==> config.mk <==
export PLATFORM = sky130hd
export DESIGN_NAME = llsc_monitor
export DESIGN_NICKNAME = d
export VERILOG_FILES = /design/src/rtl/llsc_pkg.sv /design/src/rtl/llsc_blk_cmp.sv /design/src/rtl/llsc_kill.sv /design/src/rtl/llsc_monitor.sv
export SDC_FILE = /design/constraint.sdc
export NUM_CORES = 1
export LEC_CHECK = 0
export CAP_MARGIN = 20
export CORE_ASPECT_RATIO = 1.75
export CORE_MARGIN = 3
export CORE_UTILIZATION = 59
export DETAILED_ROUTE_END_ITERATION = 10
export DONT_BUFFER_PORTS = 1
export HOLD_SLACK_MARGIN = 0.03
export PLACE_DENSITY = 0.77
export SYNTH_ARGS = -nofsm -noshare
export SYNTH_HDL_FRONTEND = slang
export SYNTH_HIERARCHICAL = 1
export SYNTH_SLANG_ARGS = --single-unit
==> constraint.sdc <==
create_clock -name clk_i -period 2.4 [get_ports clk_i]
set_clock_uncertainty 0.2 [all_clocks]
set_input_delay 0 -clock clk_i [delete_from_list [all_inputs] [get_ports clk_i]]
set_output_delay 0 -clock clk_i [all_outputs]
set_load 0.02 [all_outputs]
==> src/rtl/llsc_pkg.sv <==
package llsc_pkg;

    typedef enum logic {
        OP_LL = 1'b0,
        OP_SC = 1'b1
    } llsc_op_e;

endpackage

==> src/rtl/llsc_blk_cmp.sv <==
module llsc_blk_cmp #(
    parameter int ADDR_W = 32,
    parameter int OFS_W  = 4
) (
    input  logic [ADDR_W-1:0]       addr_i,
    input  logic [ADDR_W-OFS_W-1:0] blk_i,
    output logic                    hit_o
);
    assign hit_o = (addr_i[ADDR_W-1:OFS_W] == blk_i);

    generate
        if (OFS_W > 0) begin : g_ofs
            logic unused_ofs;
            assign unused_ofs = ^addr_i[OFS_W-1:0];
        end
    endgenerate
endmodule

==> src/rtl/llsc_kill.sv <==
module llsc_kill (
    input  logic res_valid_i,
    input  logic snoop_valid_i,
    input  logic snoop_hit_i,
    input  logic exc_i,
    output logic kill_o
);
    always_comb begin
        kill_o = 1'b0;
        if (res_valid_i) begin
            if (exc_i) begin
                kill_o = 1'b1;
            end else if (snoop_valid_i && snoop_hit_i) begin
                kill_o = 1'b1;
            end
        end
    end
endmodule

==> src/rtl/llsc_monitor.sv <==
module llsc_monitor #(
    parameter int ADDR_W = 32,
    parameter int OFS_W  = 4
) (
    input  logic              clk_i,
    input  logic              rst_ni,
    input  logic              cmd_valid_i,
    input  logic              cmd_op_i,
    input  logic [ADDR_W-1:0] cmd_addr_i,
    input  logic              snoop_valid_i,
    input  logic [ADDR_W-1:0] snoop_addr_i,
    input  logic              exc_i,
    output logic              sc_done_o,
    output logic              sc_ok_o,
    output logic              mem_we_o
);
    import llsc_pkg::*;

    localparam int BLK_W = ADDR_W - OFS_W;

    typedef struct packed {
        logic             res_valid;
        logic [BLK_W-1:0] res_blk;
        logic             sc_done;
        logic             sc_ok;
        logic             we;
    } state_t;

    state_t st_d, st_q;

    logic is_ll, is_sc;
    logic cmd_hit, snoop_hit, kill;
    logic pass;

    assign is_ll = cmd_valid_i && (llsc_op_e'(cmd_op_i) == OP_LL);
    assign is_sc = cmd_valid_i && (llsc_op_e'(cmd_op_i) == OP_SC);

    llsc_blk_cmp #(.ADDR_W(ADDR_W), .OFS_W(OFS_W)) i_cmd_cmp (
        .addr_i (cmd_addr_i),
        .blk_i  (st_q.res_blk),
        .hit_o  (cmd_hit)
    );

    llsc_blk_cmp #(.ADDR_W(ADDR_W), .OFS_W(OFS_W)) i_snp_cmp (
        .addr_i (snoop_addr_i),
        .blk_i  (st_q.res_blk),
        .hit_o  (snoop_hit)
    );

    llsc_kill i_kill (
        .res_valid_i   (st_q.res_valid),
        .snoop_valid_i (snoop_valid_i),
        .snoop_hit_i   (snoop_hit),
        .exc_i         (exc_i),
        .kill_o        (kill)
    );

    assign pass = is_sc && st_q.res_valid && cmd_hit && !kill;

    always_comb begin
        st_d         = st_q;
        st_d.sc_done = is_sc;
        st_d.sc_ok   = pass;
        st_d.we      = pass;
        if (is_ll) begin
            st_d.res_valid = 1'b1;
            st_d.res_blk   = cmd_addr_i[ADDR_W-1:OFS_W];
        end else if (is_sc || kill) begin
            st_d.res_valid = 1'b0;
        end
    end

    always_ff @(posedge clk_i or negedge rst_ni) begin
        if (!rst_ni) begin
            st_q <= '0;
        end else begin
            st_q <= st_d;
        end
    end

    assign sc_done_o = st_q.sc_done;
    assign sc_ok_o   = st_q.sc_ok;
    assign mem_we_o  = st_q.we;
endmodule

==> metrics.csv <==
stage,metric,value,unit
outcome,status,"finished, final reports clean",
drt,WL/cell,19.0,um
drt,DR vias/cell,5.54,
yosys,Synth Area in XOR/XNOR,26.6,%
min_path,Hold EP,st_q[31]$_DFFE_PN0P_,
clock_network,post-CTS setup buffer count,0,
drt,drt pass-1 iters,4,
die,row cnt,26,
worst_setup_path,flop-to-flop setup slack,0.22,ns
timing,f_max,459,MHz
finish,fillers,161,
clock_network,Num CTS Buffers,5,
clock_network,cts-stage hold buffer count,49,
timing,Hold Slack,0.0368,ns
pwr,power per cell area,621,nW/um2
worst_setup_path,reg2reg start,st_q[21]$_DFFE_PN0P_,
pwr,peak supply drop,0.677,mV
worst_setup_path,reg2reg end,mem_we_o$_DFF_PN0_,
clock_network,Worst-path clk slew,0.06,ns
pwr,Pwr Total,1.53,mW
timing,Final setup violation count,0,
yosys,syn_area_per_cell,12.7,um2
global_route,GRT overflow,0,
min_path,critical hold path startpoint,cmd_op_i,
drt,drt total wl,4.57,mm
drt,Residual DRC,0,
die,DIE HEIGHT,79.9,um
global_route,vias in the first global route,1555,
yosys,library cells used by synthesis,18,
yosys,"Seq/Total Area, Yosys",42.1,%
yosys,cell area after synthesis,1840,um2
timing,Final period util,90.7,%
clock_network,CTS max path bufs,2,
finish,nets@finish,268,
global_route,GR Util All Layers,26.5,%
finish,Area Growth Syn to Fin,33.9,%
min_path,HP Class,in -> reg,
timing,final hold vios,0,
global_route,initial antenna violation count,0,
timing,Setup TNS,0,ns
yosys,largest family of logic cells by synthesized area,XOR/XNOR gates,
worst_setup_path,Startpoint Class,flop,
worst_setup_path,crit path max fanout,3,
place,DP HPWL,2.62,mm
timing,crit path time final,2.18,ns
min_path,Min-Delay Path Depth,3,
worst_setup_path,"Arr. time, crit path",2.15,ns
yosys,Yosys warning count,6,
clock_network,CTS root buf,clkbuf_8,
worst_setup_path,Worst EP required,2.37,ns
yosys,Simple-Gate Fraction of Synth Area,8.90,%
yosys,flop and latch count out of synthesis,31,
place,Routability Congestion,0.749,
die,full die area,3850,um2
pwr,leak pwr,1.01,nW
die,core region area,2960,um2
finish,ant diodes,0,
clock_network,Max H-tree Level,2,
place,Port Buffer Count,0,
flow_run,Max-Cap Viols,0,
global_route,largest net degree at the start of global routing,32,
die,Chip Width,48.2,um
yosys,Synth Instances,145,
worst_setup_path,Crit. End Element,flop,
worst_setup_path,R2R depth,8,
clock_network,post-CTS resize count,0,
yosys,multiplexer share of the synthesized area,19.0,%
clock_network,clk_lat worst skew,0.28,ns
drt,Initial DRC Count,29,
yosys,adder-cell area share of the yosys netlist,0,%
timing,RSZ-0062 raised after global routing,no,
die,io pins,73,
drt,vias,1336,
yosys,Compound-Gate Fraction of Synth Area,0.679,%
clock_network,clock sink total,31,
finish,layout cells sized above 1,20.6,%
timing,max-slew violations,0,
drt,DRT antenna net count,0,
yosys,syn_nets,215,
global_route,global-route wire length before repair,6.96,mm
timing,Worst Tran Pin Value,0.470,ns
worst_setup_path,CP Class,reg -> reg,
clock_network,CTS tree,built,
timing,Rel. slew slack,68.6,%
die,Starting Density,62.2,%
state kept, by name, indices dropped and copies added, names as in the netlist:
register   count
st_q          29
mem_we_o       1
sc_done_o      1
worst max-delay path: stages, from the launching register on:
cell and delay, ns:
dfrtp_1 0.41, xor2_1 0.17, nor4_1 0.41, nand4_1 0.18
nor4_2 0.20, a21oi_1 0.14, nor2b_1 0.13, nor2b_1 0.06
and3_1 0.17
layout by cell type (no fill, tap or decap):
cell type      count
clkbuf_8           7
and3_1             1
a21o_1             1
mux2_4             9
dfrtp_1           31
nand4_1            8
dlygate4sd3_1     47
mux2_2            19
inv_1              1
a21oi_1            1
xnor2_1           24
nor4_1             8
nor2b_4            1
nor4_2             2
buf_12             2
and2_1             1
nor2b_1            2
buf_4              1
clkbuf_1           1
xor2_1            32
per-stage QoR:
stage / worst slack [ns] / instances / util, % / instance area, um2
2_1_floorplan: 0.623 / 145 / - / 1840
3_3_place_gp: 0.346 / 184 / 62.7 / 1860
3_5_place_dp: 0.255 / 184 / 62.7 / 1860
4_1_cts: 0.238 / 241 / 83.3 / 2470
5_1_grt: 0.0400 / 241 / 83.3 / 2470
6_report: 0.223 / 241 / 83.3 / 2470
synthesized netlist by cell type (all sizes together):
master / n / share of area, %
xor2: 32 / 15
and2: 1 / 0.34
dfrtp: 31 / 42
inv: 1 / 0.20
xnor2: 24 / 11
mux2: 28 / 19
and3: 1 / 0.34
buf: 4 / 2.5
a21oi: 1 / 0.27
nor4: 10 / 4.1
nand4: 8 / 2.7
a21o: 1 / 0.41
nor2b: 3 / 1.4
power breakdown:
| group | internal, mW | switching, mW | total, mW |
|---|---|---|---|
| Combinational | 0.262 | 0.143 | 0.406 |
| Sequential | 0.595 | 0.0861 | 0.682 |
| Clock | 0.261 | 0.183 | 0.444 |
cells by family after synthesis:
family                 count (synthesis)
AO/OA/AOI/OAI                          2
flip-flops                            31
AND/OR/NAND/NOR                       23
multiplexers                          28
XOR/XNOR                              56
buffers and inverters                  5
worst max path at each step:
| stage | start | endpoint | slack (ns) | depth (start not counted) |
|---|---|---|---|---|
| floorplan | st_q[21]$_DFFE_PN0P_ | mem_we_o$_DFF_PN0_ | 0.62 | 8 |
| global placement | st_q[21]$_DFFE_PN0P_ | mem_we_o$_DFF_PN0_ | 0.35 | 8 |
| detailed placement | st_q[21]$_DFFE_PN0P_ | mem_we_o$_DFF_PN0_ | 0.26 | 8 |
| CTS | st_q[19]$_DFFE_PN0P_ | st_q[31]$_DFFE_PN0P_ | 0.24 | 8 |
| global route | st_q[21]$_DFFE_PN0P_ | mem_we_o$_DFF_PN0_ | 0.04 | 8 |
| finish | st_q[21]$_DFFE_PN0P_ | mem_we_o$_DFF_PN0_ | 0.22 | 8 |
routing by layer:
layer	routed length, um	share of wire (%)	GRT usage [%]
met5	0	0	0
met4	146	3.2	15.1
met3	243	5.3	4.51
met2	2570	56	46.3
met1	1610	35	26.8
area by class of cell:
type	instances	area [um2]	area share, %
tap	42	52.6	2.13
timing repair buffer	50	518	21.0
sequential	31	776	31.5
clock buffer	8	100	4.06
multi-input combinational	109	1020	41.2
inverter	1	3.75	0.152
(Power assumes the default switching activity.)
